<file path="src/rtl/sqr_pkg.sv">
package sqr_pkg;
    function automatic int unsigned prod_width(input int unsigned w);
        return 2 * w;
    endfunction
endpackage

</file>
<file path="src/rtl/sqr_rca.sv">
module sqr_rca #(
    parameter int unsigned W = 4
) (
    input  logic [W-1:0] a,
    input  logic [W-1:0] b,
    output logic [W-1:0] s
);
    // carries into each bit; the carry out of the top bit is not needed
    logic [W-1:0] c;

    assign c[0] = 1'b0;

    for (genvar i = 0; i < W; i++) begin : g_bit
        assign s[i] = a[i] ^ b[i] ^ c[i];
        if (i < W - 1) begin : g_carry
            assign c[i+1] = (a[i] & b[i]) | (c[i] & (a[i] ^ b[i]));
        end
    end
endmodule

</file>
<file path="src/rtl/sqr_unit.sv">
module sqr_unit #(
    parameter int unsigned W = 3
) (
    input  logic [W-1:0]   a,
    output logic [2*W-1:0] p
);
    if (W == 1) begin : g_leaf
        assign p = {1'b0, a};
    end else begin : g_split
        localparam int unsigned LW = W - 1;
        localparam int unsigned PW = 2 * W;
        localparam int unsigned SW = 2 * LW;

        logic [LW-1:0] lo;
        logic [SW-1:0] lo_sq;
        logic [W-1:0]  corr;
        logic [PW-1:0] base;
        logic [PW-1:0] term;

        assign lo = a[LW-1:0];

        sqr_unit #(.W(LW)) u_sub (
            .a (lo),
            .p (lo_sq)
        );

        sqr_rca #(.W(W)) u_corr (
            .a ({1'b0, lo}),
            .b (W'(1) << (W - 2)),
            .s (corr)
        );

        assign base = {2'b00, lo_sq};
        assign term = a[W-1] ? {corr, W'(0)} : '0;

        sqr_rca #(.W(PW)) u_sum (
            .a (base),
            .b (term),
            .s (p)
        );

        always_comb begin

            lsb_chk: assert (p[0] == a[0]);

            bit1_chk: assert (p[1] == 1'b0);

            narrow_chk: assert (a[W-1] || p == base);
        end
    end
endmodule

</file>
<file path="src/rtl/sqr_top.sv">
module sqr_top #(
    parameter int unsigned N         = 4,
    parameter bit          MID_STAGE = 1'b1
) (
    input  logic                        clk,
    input  logic                        rst,
    input  logic                        op_valid,
    input  logic [N-1:0]                op_in,
    output logic                        res_valid,
    output logic [sqr_pkg::prod_width(N)-1:0] res_sq
);
    localparam int unsigned LW = N - 1;
    localparam int unsigned PW = sqr_pkg::prod_width(N);
    localparam int unsigned SW = 2 * LW;

    typedef struct packed {
        logic          vld;
        logic          top;
        logic [LW-1:0] lo;
        logic [SW-1:0] lo_sq;
    } mid_t;

    typedef struct packed {
        logic          vld;
        logic [PW-1:0] sq;
    } out_t;

    mid_t mid_d, mid_q;
    out_t out_d, out_q;

    logic [SW-1:0] lo_sq_w;
    logic [N-1:0]  corr;
    logic [PW-1:0] base;
    logic [PW-1:0] term;
    logic [PW-1:0] total;

    // stage A: narrower square of the lower segment
    sqr_unit #(.W(LW)) u_lo (
        .a (op_in[LW-1:0]),
        .p (lo_sq_w)
    );

    always_comb begin
        mid_d.vld   = op_valid;
        mid_d.top   = op_in[N-1];
        mid_d.lo    = op_in[LW-1:0];
        mid_d.lo_sq = lo_sq_w;
    end

    if (MID_STAGE) begin : g_mid_reg
        always_ff @(posedge clk) begin
            if (rst) mid_q <= '0;
            else     mid_q <= mid_d;
        end
    end else begin : g_mid_pass
        always_comb mid_q = mid_d;
    end

    // stage B: correction term and final summation
    sqr_rca #(.W(N)) u_corr (
        .a ({1'b0, mid_q.lo}),
        .b (N'(1) << (N - 2)),
        .s (corr)
    );

    assign base = {2'b00, mid_q.lo_sq};
    assign term = mid_q.top ? {corr, N'(0)} : '0;

    sqr_rca #(.W(PW)) u_sum (
        .a (base),
        .b (term),
        .s (total)
    );

    always_comb begin
        out_d     = out_q;
        out_d.vld = mid_q.vld;
        if (mid_q.vld) out_d.sq = total;
    end

    always_ff @(posedge clk) begin
        if (rst) out_q <= '0;
        else     out_q <= out_d;
    end

    assign res_valid = out_q.vld;
    assign res_sq    = out_q.sq;


    res_bit1_chk: assert property (@(posedge clk) disable iff (rst)
        res_valid |-> res_sq[1] == 1'b0);


    rst_clear_chk: assert property (@(posedge clk)
        $past(rst) |-> (!res_valid && res_sq == '0));


    hold_chk: assert property (@(posedge clk) disable iff (rst)
        !res_valid && !$past(rst) |-> $stable(res_sq));

    if (MID_STAGE) begin : g_lat2

        lat_chk: assert property (@(posedge clk) disable iff (rst)
            res_valid |-> $past(op_valid, 2));

        lsb_out_chk: assert property (@(posedge clk) disable iff (rst)
            res_valid |-> res_sq[0] == $past(op_in[0], 2));
    end else begin : g_lat1

        lat_chk: assert property (@(posedge clk) disable iff (rst)
            res_valid |-> $past(op_valid));

        lsb_out_chk: assert property (@(posedge clk) disable iff (rst)
            res_valid |-> res_sq[0] == $past(op_in[0]));
    end
endmodule

</file>
<file path="config.mk">
export PLATFORM = sky130hd
export DESIGN_NAME = sqr_top
export DESIGN_NICKNAME = d
export VERILOG_FILES = /design/src/rtl/sqr_pkg.sv /design/src/rtl/sqr_rca.sv /design/src/rtl/sqr_unit.sv /design/src/rtl/sqr_top.sv
export SDC_FILE = /design/constraint.sdc
export NUM_CORES = 1
export LEC_CHECK = 0
export CAP_MARGIN = 10
export CORE_ASPECT_RATIO = 0.7
export CORE_MARGIN = 3
export CORE_UTILIZATION = 30
export CTS_CLUSTER_SIZE = 20
export DETAILED_ROUTE_END_ITERATION = 7
export HOLD_SLACK_MARGIN = 0.05
export PLACE_DENSITY = 0.55
export SLEW_MARGIN = 20
export SYNTH_ARGS = -nofsm -noshare
export SYNTH_HDL_FRONTEND = slang
export SYNTH_HIERARCHICAL = 1
export SYNTH_SLANG_ARGS = --single-unit
export TNS_END_PERCENT = 50
</file>
<file path="constraint.sdc">
create_clock -name clk -period 2.8 [get_ports clk]
set_input_delay 0.56 -clock clk [delete_from_list [all_inputs] [get_ports clk]]
set_output_delay 0.56 -clock clk [all_outputs]
set_load 0.005 [all_outputs]
</file>
# After elaboration in Yosys (flattened, before gate mapping)
# Cells that the tools add are included.
[word_totals] reg_bits=20 in_bits=7 out_inout_bits=9 wordCells=69
[op_classes] mux=3 n_bitwise=60
[op_table] operator="$xor A1 B1 Y1" count=26
[op_table] operator="$and A1 B1 Y1" count=23
[op_table] operator="$mux W8" count=1
[op_table] operator="$or A1 B1 Y1" count=8
[op_table] operator="$mux W6" count=1
[op_table] operator="$mux W4" count=1
[op_table] operator="$not A1 Y1" count=3

# Depth between registers and ports, before layout
[depth] depth_word=15 depth_mapped=12 ltp_nobuf=12

# Modules after synthesis
# The synthesis kept the hierarchy.
[modules_own_cells] mod="sqr_top" n_inst=1 cells_each=57 area_per_inst_um2=639.4 seq_area_each_um2=400.4
[modules_own_cells] mod="sqr_rca at u_sum" n_inst=1 cells_each=13 area_per_inst_um2=175.2 seq_area_each_um2=0.0
[modules_own_cells] mod="sqr_rca at u_corr ..." n_inst=2 cells_each=4 area_per_inst_um2=76.3 seq_area_each_um2=0.0
[modules_own_cells] mod="sqr_rca at u_lo.g_split.u_sum" n_inst=1 cells_each=11 area_per_inst_um2=135.1 seq_area_each_um2=0.0
[modules_own_cells] mod="sqr_rca at u_lo.g_split.u_corr" n_inst=1 cells_each=3 area_per_inst_um2=56.3 seq_area_each_um2=0.0
[modules_own_cells] mod="sqr_rca at u_lo.g_split.u_sub.g_split.u_corr" n_inst=1 cells_each=2 area_per_inst_um2=36.3 seq_area_each_um2=0.0
[modules_own_cells] mod="sqr_unit at u_lo" n_inst=1 cells_each=5 area_per_inst_um2=26.3 seq_area_each_um2=0.0
[modules_own_cells] mod="sqr_unit at u_lo.g_split.u_sub" n_inst=1 cells_each=4 area_per_inst_um2=20.0 seq_area_each_um2=0.0
[modules_own_cells] mod="sqr_unit at u_lo.g_split.u_sub.g_split.u_sub" n_inst=1 cells_each=3 area_per_inst_um2=18.8 seq_area_each_um2=0.0

# Least setup slack after synthesis
# OpenSTA, ideal clock, no wires.
[synth_timing] path_kind="input-to-reg" startpoint="input port op_in[0]" endpoint="register mid_q, in the netlist base[5]" setup_ns=0.118 arrival_time_ns=2.704 path_slack_ns=-0.022 path_stages=8 n_path_buf=0 cell_sequence="ha_1 > xor3_1 > and2_1 > xor3_1 > fa_1 > fa_1 > xor3_1 > nor2b_1"
[synth_between] elab_cells_between_ends=25 cone_classes="2 x mux; 23 x bitwise"
[synth_rtl] item="start, declared" line="sqr_top.sv:8" text="input logic [N-1:0] op_in,"
[synth_rtl] item="$mux W4 (*)" line="sqr_unit.sv:34" text="assign term = a[W-1] ? {corr, W'(0)} : '0;"
[synth_rtl] item="net u_lo.g_split.u_sub.g_split.term[3]" line="sqr_unit.sv:18" text="logic [PW-1:0] term;"
[synth_rtl] item="$xor A1 B1 Y1 (*)" line="sqr_rca.sv:14" text="assign s[i] = a[i] ^ b[i] ^ c[i];"
[synth_rtl] item="net u_lo.g_split.lo_sq[3]" line="sqr_unit.sv:15" text="logic [SW-1:0] lo_sq;"
[synth_rtl] item="$xor A1 B1 Y1" line="sqr_rca.sv:16" text="assign c[i+1] = (a[i] & b[i]) | (c[i] & (a[i] ^ b[i]));"
[synth_rtl] item="$and A1 B1 Y1" line="sqr_rca.sv:16"
[synth_rtl] item="$or A1 B1 Y1 (*)" line="sqr_rca.sv:16"
[synth_rtl] item="$and A1 B1 Y1 (*)" line="sqr_rca.sv:16"
[synth_rtl] item="$xor A1 B1 Y1 (*)" line="sqr_rca.sv:14"
[synth_rtl] item="net lo_sq_w[5]" line="sqr_top.sv:31" text="logic [SW-1:0] lo_sq_w;"
[synth_rtl] item="end signal, assigned" line="sqr_top.sv:53" text="else mid_q <= mid_d;"
[synth_rtl] item="end, declared" line="sqr_top.sv:28" text="mid_t mid_d, mid_q;"
# Mark *: on every way through the listed nets, which the timed path passes. The rest lies on a longest branch.
# A chain may end at the register's enable or synchronous reset.

# Final worst setup path
[layout_timing] startpoint="register mid_q[6] (netlist bit)" endpoint="register out_q, in the netlist res_sq[7]"
[layout_between] elab_chain_cells=8 elab_cells_between_ends=9 cone_classes="1 x mux; 8 x bitwise"
[layout_rtl] item="$mux W8 (*)" line="sqr_top.sv:67" text="assign term = mid_q.top ? {corr, N'(0)} : '0;"
[layout_rtl] item="net term[4]" line="sqr_top.sv:34" text="logic [PW-1:0] term;"
[layout_rtl] item="$xor A1 B1 Y1" line="sqr_rca.sv:16"
[layout_rtl] item="$and A1 B1 Y1" line="sqr_rca.sv:16"
[layout_rtl] item="$or A1 B1 Y1 (*)" line="sqr_rca.sv:16"
[layout_rtl] item="$and A1 B1 Y1 (*)" line="sqr_rca.sv:16"
[layout_rtl] item="$or A1 B1 Y1 (*)" line="sqr_rca.sv:16"
[layout_rtl] item="$and A1 B1 Y1 (*)" line="sqr_rca.sv:16"
[layout_rtl] item="$xor A1 B1 Y1 (*)" line="sqr_rca.sv:14"
[layout_rtl] item="net total[7]" line="sqr_top.sv:35" text="logic [PW-1:0] total;"
[layout_rtl] item="end signal, assigned" line="sqr_top.sv:83" text="else out_q <= out_d;"
[layout_rtl] item="end, declared" line="sqr_top.sv:29" text="out_t out_d, out_q;"
# Marked as above.

==> impl_metrics.ini <==
[cts]
cts-root-buf = clkbuf_8
clock_path_buffers = 2
post_cts_buffers = 0
path_clk_slew_ns = 0.08
htreeDepth = 1
cts_tree = built
clock_sinks = 20
clkLatencyLatePin_ns = 0.26
cts-buffers-inserted = 3

[pwr]
share_comb_of_total_power_pct = 26.2
total_power_mw = 0.8529
intPower_mw = 0.6464
pwr_density_cell_mw_per_mm2 = 531.3
pwr-share-seq_pct = 40.1
switchingPower_mw = 0.2066
leakage_nw = 0.7462
swShare_pct = 24.22
pwr-share-clk_pct = 33.7
peakVddDrop_mv = 0.3157

[setup_path]
r2r_slack_ns = 0.16
cp_cell_sequence = ha_1, and2_1, fa_1, fa_1, fa_1, xor3_1, mux2i_1, nor2_1
critPathKind = register to register
critPathMaxFanout = 1
worst-endpoint-arrival_ns = 2.76
end_kind = register
slowest_delay_ns = 0.40
cp_top_family = adder cells
start_kind = register
crit_top_cell = fa_1
cp.required_ns = 2.92
slowest_stage = fa_1
critPathBufInv = 0

[sta]
slew_headroom_pct = 52.49
max_freq_ghz = 0.3792
worst_slack_ns = 0.1626
final_hold_viol_count = 0
fin_crit_sh_pct = 94.19
rsz0062_at_grt = no
fin_setup_tns_ns = 0
fin_hold_ws_ns = 0.5038
tightest_slew_ns = 0.7104
final.min_clock_period_ns = 2.637
final_max_slew_viol_count = 0
skew_ns = 0.004461
finalSetupViolations = 0

[place]
dp_slack_ns = -0.4361
place.gp.congestion = 0.6947
dp_hpwl_mm = 1.528
port_buffers = 15

[finish]
drive_gt1_share_pct = 6.338
fin_nets = 171
n_antenna_cell = 0
area_growth_pct = 27.41

[routing]
drt_pass1_iterations = 2
route.detailed.drc = 0
drt_wl_total_mm = 1.768
wl_per_cell_um = 9.113
drt-initial-drc-count = 8
ant_nets = 0
drt-vias-per-instance = 3.675
vias = 713

[logic_synthesis]
ys_ff_latch = 20
ys_types = 13
yosys_warnings = 6
synthCells = 106
avgSynthCellArea_um2 = 11.89
yosysSeqAreaShare_pct = 31.78
syn_area_mm2 = 0.001260

[floorplan]
row_count = 19
core-area_mm2 = 0.003970
fp.dieH_um = 60.22
start_util_pct = 31.74
pin_count = 16
die_x_um = 83.46
die_area_mm2 = 0.005026

[job]
drv_cap = 0

[min_path]
hp-class = register to register

[global_routing]
grt_usage_pct = 8.024
grt-ovfl-total = 0
grt_max_degree = 21
grt_first_pass_wirelength_mm = 3.160
grt_pass1_vias = 759
antenna_found_initial = 0

[status]
status = completed
==> power groups by stage <==
stage                     clock (mW)  combinational, mW  sequential, mW
after global placement             0              0.216           0.348
final                          0.287              0.224           0.342
after floorplan                    0              0.161           0.344
after CTS                      0.298              0.224           0.344
after detailed placement           0              0.219           0.350
after global routing           0.306              0.261           0.347
==> what timing repair did <==
action / in CTS / in global routing
pin swaps: 2 / 2
setup endpoints to repair: 2 / 1
resized for setup: 5 / 0
hold buffers: 0 / 0
==> layout make-up <==
cell class / count / area [um2]
Multi-Input combinational cell: 92 / 874.6
Fill cell: 377 / 2365
Clock buffer: 3 / 41.29
Clock inverter: 1 / 30.03
Sequential cell: 20 / 400.4
Inverter: 10 / 37.54
Timing Repair Buffer: 16 / 156.4
Tap cell: 52 / 65.06
==> worst reg2reg max path, delay by kind of cell, from the launching register on <==
| family | cells | cell delay, ns |
|---|---|---|
| adder cells (fa/ha/maj) | 4 | 1.43 |
| XOR/XNOR | 1 | 0.40 |
| flip-flops | 1 | 0.30 |
| AND/OR/NAND/NOR | 2 | 0.22 |
| multiplexers | 1 | 0.15 |
==> worst paths after layout <==
kind / startpoint / to / cells past startpoint
hold / removal: res_sq[0]$_SDFFE_PP0P_ / res_sq[0]$_SDFFE_PP0P_ / 2
setup / recovery: mid_q[6]$_SDFF_PP0_ / res_sq[7]$_SDFFE_PP0P_ / 8
setup reg to reg: mid_q[6]$_SDFF_PP0_ / res_sq[7]$_SDFFE_PP0P_ / 8
hold reg to reg: res_sq[0]$_SDFFE_PP0P_ / res_sq[0]$_SDFFE_PP0P_ / 2
==> synth_stat cells (all sizes together) <==
library cell  count  share of area (%)
dfxtp            20                 32
fa               15                 24
nor2b            12                6.0
inv              10                3.0
and2              9                4.5
mux2i             8                6.4
nor2              8                2.4
conb              7                2.1
ha                6                6.0
xor3              6                 11
buf               5                2.9
==> layout by cell type (no fill, tap or decap), drive strengths merged, types with 6 or more instances in the layout <==
cell,instances
mux2i,8
clkdlybuf4s50,14
conb,28
inv,10
and2,9
ha,6
fa,15
dfxtp,20
nor2,8
xor3,6
nor2b,12
==> per-stage QoR <==
step                instances  instance area [um2]  util (%)
finish                    194                 1605     40.43
global route              194                 1605     40.43
CTS                       194                 1605     40.43
detailed placement        190                 1525     38.42
global placement          190                 1525     38.42
floorplan                 127                 1339         -
==> kinds of logic (layout without fill, tap and decap cells) <==
| kind of cell | count (synthesis) | after routing | synth area share, % |
|---|---|---|---|
| xor gates and xnor gates | 6 | 6 | 11.32 |
| adders and majority gates | 21 | 21 | 29.79 |
| buffers and inverters | 15 | 30 | 5.859 |
| DFF | 20 | 20 | 31.78 |
| muxes | 8 | 8 | 6.356 |
| other | 7 | 28 | 2.086 |
| and+or+nand+nor | 29 | 29 | 12.81 |
==> state kept, by name, summed over array words and instances, names as in the netlist <==
signal,count
base,6
mid_q,5
res_sq,8
res_valid,1
==> routing by layer <==
layer,GRT usage (%),up-vias,wire length (um)
li1,-,359,-
met1,9.338,341,759
met2,14.61,13,902
met3,3.444,0,106
met5,0,-,0
met4,0.6881,0,0
Note: power is estimated with default switching activity, not from simulation.
